$ cat config.mk
export PLATFORM = sky130hd
export DESIGN_NAME = lru_tag_dir
export DESIGN_NICKNAME = d
export VERILOG_FILES = /design/src/rtl/lru_dir_pkg.sv /design/src/rtl/lru_addr_map.sv /design/src/rtl/lru_rank_next.sv /design/src/rtl/lru_tag_dir.sv
export SDC_FILE = /design/constraint.sdc
export NUM_CORES = 2
export LEC_CHECK = 0
export ABC_AREA = 1
export BUFFER_PORTS_ARGS = -buffer_cell sky130_fd_sc_hd__buf_4
export CELL_PAD_IN_SITES_DETAIL_PLACEMENT = 0
export CELL_PAD_IN_SITES_GLOBAL_PLACEMENT = 2
export CORE_ASPECT_RATIO = 1.5
export CORE_MARGIN = 1.5
export CORE_UTILIZATION = 35
export DETAILED_ROUTE_END_ITERATION = 10
export GPL_ROUTABILITY_DRIVEN = 0
export PLACE_DENSITY = 0.81
export SLEW_MARGIN = 20
export SYNTH_ARGS = -nofsm -noshare
export SYNTH_HDL_FRONTEND = slang
export SYNTH_SLANG_ARGS = --single-unit
$ cat constraint.sdc
create_clock -name clk_i -period 3.7 [get_ports clk_i]
set_input_delay 0.555 -clock clk_i [delete_from_list [all_inputs] [get_ports clk_i]]
set_output_delay 0.555 -clock clk_i [all_outputs]
set_load 0.02 [all_outputs]
$ cat src/rtl/lru_dir_pkg.sv
package lru_dir_pkg;
  typedef enum logic [1:0] {
    OP_LOOKUP = 2'd0,
    OP_EVICT  = 2'd1,
    OP_INSERT = 2'd2,
    OP_REMOVE = 2'd3
  } dir_op_e;
endpackage

$ cat src/rtl/lru_addr_map.sv
module lru_addr_map #(
  parameter int ADDR_W  = 32,
  parameter int LINE_LG = 4,
  parameter int IDX_W   = 4,
  localparam int TAG_W  = ADDR_W - LINE_LG - IDX_W
) (
  input  logic [ADDR_W-1:0] addr_i,
  input  logic [TAG_W-1:0]  vtag_i,
  output logic [IDX_W-1:0]  idx_o,
  output logic [TAG_W-1:0]  tag_o,
  output logic [ADDR_W-1:0] vaddr_o
);
  assign idx_o   = addr_i[LINE_LG +: IDX_W];
  assign tag_o   = addr_i[ADDR_W-1 -: TAG_W];
  // victim line address rebuilt from stored tag and current index
  assign vaddr_o = {vtag_i, idx_o, {LINE_LG{1'b0}}};
endmodule

$ cat src/rtl/lru_rank_next.sv
module lru_rank_next #(
  parameter int WAYS   = 4,
  localparam int WAY_LG = $clog2(WAYS)
) (
  input  logic [WAYS-1:0][WAY_LG-1:0] age_i,
  input  logic [WAY_LG-1:0]           way_i,
  input  logic                        promote_i,
  output logic [WAYS-1:0][WAY_LG-1:0] age_o
);
  localparam logic [WAY_LG-1:0] OLDEST = WAY_LG'(WAYS - 1);
  logic [WAY_LG-1:0] sel_age;
  assign sel_age = age_i[way_i];

  for (genvar g = 0; g < WAYS; g++) begin : g_way
    always_comb begin
      if (WAY_LG'(g) == way_i)
        age_o[g] = promote_i ? '0 : OLDEST;
      else if (promote_i && age_i[g] < sel_age)
        age_o[g] = age_i[g] + 1'b1;
      else if (!promote_i && age_i[g] > sel_age)
        age_o[g] = age_i[g] - 1'b1;
      else
        age_o[g] = age_i[g];
    end
  end
endmodule

$ cat src/rtl/lru_tag_dir.sv
module lru_tag_dir
  import lru_dir_pkg::*;
#(
  parameter int ADDR_W  = 32,
  parameter int LINE_LG = 4,
  parameter int CAP_LG  = 10,
  parameter int WAYS    = 4
) (
  input  logic              clk_i,
  input  logic              rst_ni,
  input  logic              req_valid_i,
  output logic              req_ready_o,
  input  logic [1:0]        req_op_i,
  input  logic [ADDR_W-1:0] req_addr_i,
  input  logic              req_dirty_i,
  output logic              rsp_valid_o,
  output logic              rsp_hit_o,
  output logic              rsp_victim_valid_o,
  output logic [ADDR_W-1:0] rsp_victim_addr_o,
  output logic              rsp_was_dirty_o
);
  localparam int WAY_LG = $clog2(WAYS);
  localparam int IDX_W  = CAP_LG - LINE_LG - WAY_LG;
  localparam int SETS   = 1 << IDX_W;
  localparam int TAG_W  = ADDR_W - LINE_LG - IDX_W;
  localparam logic [WAY_LG-1:0] OLDEST = WAY_LG'(WAYS - 1);

  typedef logic [TAG_W-1:0] tag_t;
  typedef logic [WAYS-1:0][WAY_LG-1:0] age_row_t;

  tag_t             tag_q [SETS][WAYS];
  logic [WAYS-1:0]  vld_q [SETS];
  logic [WAYS-1:0]  drt_q [SETS];
  age_row_t         age_q [SETS];
  logic             ready_q;

  logic [IDX_W-1:0]  idx;
  tag_t              req_tag, vtag;
  logic [ADDR_W-1:0] vaddr;
  dir_op_e           op;
  logic              accept;

  tag_t             cur_tag [WAYS];
  logic [WAYS-1:0]  cur_vld, cur_drt, match, lru_vec;
  age_row_t         cur_age, age_pro, age_dem;
  logic             hit_any, full;
  logic [WAY_LG-1:0] hit_way, lru_way, pro_way;

  tag_t             nxt_tag [WAYS];
  logic [WAYS-1:0]  nxt_vld, nxt_drt;
  age_row_t         nxt_age;
  logic             d_hit, d_vv, d_wd;

  assign op          = dir_op_e'(req_op_i);
  assign req_ready_o = ready_q;
  assign accept      = req_valid_i && ready_q;

  lru_addr_map #(.ADDR_W(ADDR_W), .LINE_LG(LINE_LG), .IDX_W(IDX_W)) u_map (
    .addr_i(req_addr_i), .vtag_i(vtag), .idx_o(idx), .tag_o(req_tag), .vaddr_o(vaddr)
  );

  always_comb begin
    cur_vld = vld_q[idx];
    cur_drt = drt_q[idx];
    cur_age = age_q[idx];
    hit_way = '0;
    lru_way = '0;
    for (int w = 0; w < WAYS; w++) begin
      cur_tag[w] = tag_q[idx][w];
      match[w]   = cur_vld[w] && (cur_tag[w] == req_tag);
      lru_vec[w] = (cur_age[w] == OLDEST);
      if (match[w])   hit_way = WAY_LG'(w);
      if (lru_vec[w]) lru_way = WAY_LG'(w);
    end
  end

  assign hit_any = |match;
  assign full    = &cur_vld;
  assign pro_way = (op == OP_INSERT) ? lru_way : hit_way;
  assign vtag    = cur_tag[lru_way];

  lru_rank_next #(.WAYS(WAYS)) u_promote (
    .age_i(cur_age), .way_i(pro_way), .promote_i(1'b1), .age_o(age_pro)
  );
  lru_rank_next #(.WAYS(WAYS)) u_demote (
    .age_i(cur_age), .way_i(hit_way), .promote_i(1'b0), .age_o(age_dem)
  );

  always_comb begin
    nxt_tag = cur_tag;
    nxt_vld = cur_vld;
    nxt_drt = cur_drt;
    nxt_age = cur_age;
    d_hit   = 1'b0;
    d_vv    = 1'b0;
    d_wd    = 1'b0;
    unique case (op)
      OP_LOOKUP: if (hit_any) begin
        d_hit   = 1'b1;
        nxt_age = age_pro;
        if (req_dirty_i) nxt_drt[hit_way] = 1'b1;
      end
      OP_EVICT: if (full) begin
        // freed way already holds the oldest rank
        d_vv             = cur_drt[lru_way];
        nxt_vld[lru_way] = 1'b0;
        nxt_drt[lru_way] = 1'b0;
      end
      OP_INSERT: begin
        nxt_tag[lru_way] = req_tag;
        nxt_vld[lru_way] = 1'b1;
        nxt_drt[lru_way] = req_dirty_i;
        nxt_age          = age_pro;
      end
      OP_REMOVE: if (hit_any) begin
        d_hit            = 1'b1;
        d_wd             = cur_drt[hit_way];
        nxt_vld[hit_way] = 1'b0;
        nxt_drt[hit_way] = 1'b0;
        nxt_age          = age_dem;
      end
      default: ;
    endcase
  end

  always_ff @(posedge clk_i or negedge rst_ni) begin
    if (!rst_ni) begin
      ready_q <= 1'b0;
      for (int s = 0; s < SETS; s++) begin
        vld_q[s] <= '0;
        drt_q[s] <= '0;
        for (int w = 0; w < WAYS; w++) begin
          tag_q[s][w] <= '0;
          age_q[s][w] <= WAY_LG'(w);
        end
      end
    end else begin
      ready_q <= 1'b1;
      if (accept) begin
        vld_q[idx] <= nxt_vld;
        drt_q[idx] <= nxt_drt;
        age_q[idx] <= nxt_age;
        for (int w = 0; w < WAYS; w++) tag_q[idx][w] <= nxt_tag[w];
      end
    end
  end

  always_ff @(posedge clk_i or negedge rst_ni) begin
    if (!rst_ni) begin
      rsp_valid_o        <= 1'b0;
      rsp_hit_o          <= 1'b0;
      rsp_victim_valid_o <= 1'b0;
      rsp_victim_addr_o  <= '0;
      rsp_was_dirty_o    <= 1'b0;
    end else begin
      rsp_valid_o        <= accept;
      rsp_hit_o          <= accept && d_hit;
      rsp_victim_valid_o <= accept && d_vv;
      rsp_victim_addr_o  <= (accept && d_vv) ? vaddr : '0;
      rsp_was_dirty_o    <= accept && d_wd;
    end
  end

  // invalid ways must sit behind every valid way in rank order
  logic [WAY_LG:0] n_valid;
  logic            rank_ok;
  always_comb begin
    n_valid = '0;
    for (int w = 0; w < WAYS; w++) n_valid = n_valid + {{WAY_LG{1'b0}}, cur_vld[w]};
    rank_ok = 1'b1;
    for (int w = 0; w < WAYS; w++)
      if (!cur_vld[w] && ({1'b0, cur_age[w]} < n_valid)) rank_ok = 1'b0;
  end

  a_r1_rsp_after_accept: assert property (@(posedge clk_i) disable iff (!rst_ni)
    accept |=> rsp_valid_o);
  a_r1_no_rsp_without_req: assert property (@(posedge clk_i) disable iff (!rst_ni)
    !accept |=> !rsp_valid_o);
  a_r6_victim_only_on_evict: assert property (@(posedge clk_i) disable iff (!rst_ni)
    rsp_victim_valid_o |-> $past(accept && op == OP_EVICT));
  a_r6_victim_line_aligned: assert property (@(posedge clk_i) disable iff (!rst_ni)
    rsp_victim_valid_o |-> rsp_victim_addr_o[LINE_LG-1:0] == '0);
  a_r9_miss_is_clean: assert property (@(posedge clk_i) disable iff (!rst_ni)
    (rsp_valid_o && !rsp_hit_o) |-> !rsp_was_dirty_o);
  a_r11_dirty_only_on_remove: assert property (@(posedge clk_i) disable iff (!rst_ni)
    rsp_was_dirty_o |-> $past(accept && op == OP_REMOVE));
  a_r8_single_oldest: assert property (@(posedge clk_i) disable iff (!rst_ni)
    $countones(lru_vec) == 1);
  a_r10_free_ways_oldest: assert property (@(posedge clk_i) disable iff (!rst_ni)
    rank_ok);
endmodule

==> flow_summary_export.csv <==
group,metric,value,unit
run_status,status,"finished with violations",
run_status,violations,"negative setup slack",
floorplan,fp.dieH,610,um
global_routing,grt_max_degree,156,
yosys,synthSimpleGateAreaFrac,25.8,%
timing,fin_setup_tns,-61.34,ns
worst_setup_path,end_kind,"register",
timing,drv_slew,0,
timing,worstMarginPinSlew,0.979,ns
clock_tree,htree_levels,4,
routing,viasPerCell,5.34,
yosys,synth_edf_count,0,
worst_setup_path,start_kind,"input pin",
routing,ant_nets,0,
power,power,49.3,mW
timing,max_freq,236,MHz
floorplan,rows,222,
clock_tree,insertion_delay,0.88,ns
worst_setup_path,reg2reg_slack,-0.49,ns
routing,drc,0,
yosys,ys_ff_latch,1825,
clock_tree,root_buffer,"clkbuf_16",
global_routing,grt_usage,28.0,%
power,p_sw,13.7,mW
min_path,hp-class,"input pin to register",
power,leakagePower,52.0,nW
routing,drtIter0Drc,7952,
flow_run,maxCapViolations,0,
floorplan,die_area,248000,um^2
clock_tree,cts_sinks,1825,
yosys,synth_compound_area_share,15.1,%
placed_design,hpwlAfterDp,228,mm
clock_tree,cts_tree,"yes",
floorplan,ios,75,
timing,fin_crit_sh,115,%
worst_setup_path,worstPathArrival,4.97,ns
final_layout,layout_common_cells,"nand2_1, dfrtp_1, o21ai_0, buf_4, a22oi_1",
global_routing,grt_pass1_vias,78400,
power,peakVddDrop,318,uV
final_layout,area_delta_synth_final,23.8,%
yosys,synth_cell_types,57,
power,pwr-share-seq,45.0,%
yosys,netlist_instances,11000,
final_layout,fin_nets,11600,
worst_setup_path,max_stage_delay,0.24,ns
worst_setup_path,critical_path_peak_fanout,37,
routing,wl,356,mm
yosys,synth_ff_type,"dfrtp_1",
timing,relSlewSlack,34.7,%
power,power_frac_clock,40.9,%
floorplan,die_w,407,um
clock_tree,cts.path.max_buffers,4,
clock_tree,numCtsBuffers,191,
power,p_per_area,464,nW/um^2
yosys,synth_top_family_by_area,"simple AND/OR/NAND/NOR gates",
global_routing,grt-ovfl-total,0,
final_layout,fillerInstances,24500,
yosys,yosysSeqAreaShare,53.3,%
worst_setup_path,required,4.43,ns
yosys,synthAdderAreaFrac,0.277,%
worst_setup_path,crit_type,"input pin to register",
clock_tree,clkTransAtPathRegs,0.06,ns
final_layout,final_common_cell,"nand2_1",
power,p_int,35.6,mW
global_routing,antenna_found_initial,11,
routing,drt-pass1-iter-count,9,
yosys,netlist_area,85900,um^2
yosys,yosys.area_share.xor_xnor,0.0918,%
timing,rsz0062_at_grt,"yes",
placed_design,port_buffers,66,
routing,via_count,80000,
routing,avgRoutedWirePerCell,23.8,um
timing,finalHoldViolCount,0,
timing,layout_setup_ws,-0.540,ns
worst_setup_path,path_common_cell,"nand2_1",
placed_design,pre_cts_ws,-2.07,ns
power,switching_share,27.8,%
final_layout,drive_gt1_share,16.0,%
global_routing,grt_pass1_wl,525,mm
placed_design,dpl-instance-area,98500,um^2
timing,whs,0.0932,ns
yosys,avgSynthCellArea,7.78,um^2
yosys,synthMuxAreaShare,0.0933,%
floorplan,initial_core_util,35.2,%
yosys,yosys_warnings,0,
final_layout,final_area,106000,um^2
floorplan,core-area,244000,um^2
power,power_frac_comb,14.1,%
timing,finClkSkew,0.0625,ns
timing,period_needed,4.24,ns
worst_setup_path,cpMaxStageDelayCell,"nor2_4",
yosys,async_flop_share,100,%
timing,setup_viol,144,
==> layout make-up <==
cell class                      count  area, um^2  area share (%)
Antenna cell                        8        20.0          0.0188
Clock buffer                      266        5570            5.24
Clock inverter                     72         877           0.825
Inverter                          240         977           0.919
Multi-Input combinational cell   8141       36900            34.7
Sequential cell                  1825       45700            43.0
Tap cell                         3248        4060            3.82
Timing Repair Buffer             1165       12100            11.4
==> metrics by stage <==
stage          cells  util, %
2_1_floorplan  11000        -
3_3_place_gp   14600     40.4
3_5_place_dp   14600     40.4
4_1_cts        14900     43.3
5_1_grt        15000     43.6
6_report       15000     43.6
==> path summary, 6_finish.rpt <==
check | cells past startpoint | start | to
max in group asynchronous | 4 | rst_ni | vld_q[32]
setup / recovery | 33 | req_addr_i[4] | age_q[108]
min in group asynchronous | 2 | rst_ni | tag_q[1029]
hold reg to reg | 2 | age_q[87] | age_q[87]
hold / removal | 4 | req_addr_i[7] | rsp_victim_addr_o[7]
setup reg to reg | 28 | tag_q[1056] | age_q[108]
==> power groups by stage <==
stage	Sequential [mW]	Combinational (mW)	Clock, mW
2_1_floorplan	22.3	3.29	0
3_3_place_gp	22.4	6.46	0
3_5_place_dp	22.5	6.55	0
4_1_cts	22.2	6.76	20.6
5_1_grt	22.3	7.56	21.3
6_report	22.2	6.95	20.2
==> routing by layer <==
| metal | GRT usage (%) | up-vias | part of all wire, % |
|---|---|---|---|
| met1 | 35.9 | 39400 | 41 |
| li1 | - | 36800 | - |
| met5 | 0 | - | 0.011 |
| met4 | 12.7 | 6 | 5.0 |
| met2 | 47.1 | 3071 | 48 |
| met3 | 3.71 | 723 | 6.3 |
==> sequential cells by signal, summed over array words and instances, names as in the netlist <==
name	count
rsp_valid_o	1
rsp_victim_addr_o	28
drt_q	64
vld_q	64
rsp_hit_o	1
tag_q	1536
req_ready_o	1
rsp_victim_valid_o	1
rsp_was_dirty_o	1
age_q	128
==> logic make-up after synthesis <==
group / Yosys count
xor+xnor: 9
compound gates: 2376
fa+ha+maj: 19
other cells: 2
simple gates: 5719
flops: 1825
buf+inv: 1076
mux: 8
==> cell usage after synthesis, drive strengths merged, types with 64 or more instances <==
master	instances	area [um^2]
nor2	265	1020
dfstp	64	1680
nand4	74	463
a22oi	314	2360
a21oi	140	708
inv	229	860
clkbuf	541	2030
nand2	5053	19000
nand3	274	1370
dfrtp	1761	44100
buf	294	1640
o21ai	1834	9180
==> critical path: cells and delay by family <==
kind	cells	cell delay (ns)
xor gates and xnor gates	1	0.21
adders and majority gates	1	0.20
AOI/OAI and AO/OA	5	0.74
and+or+nand+nor	17	2.00
buffers and inverters	9	1.18
==> repair_timing <==
| action | in CTS | in global routing |
|---|---|---|
| gates resized for setup | 109 | 131 |
| pin swaps | 44 | 57 |
| buffers inserted | 7 | 19 |
| hold buffers | 1 | 0 |
| endpoints found under the setup margin | 485 | 757 |
| gates cloned | 6 | 6 |
| hold endpoints to repair | 45 | 0 |
Note: power is estimated with default switching activity, not from simulation.
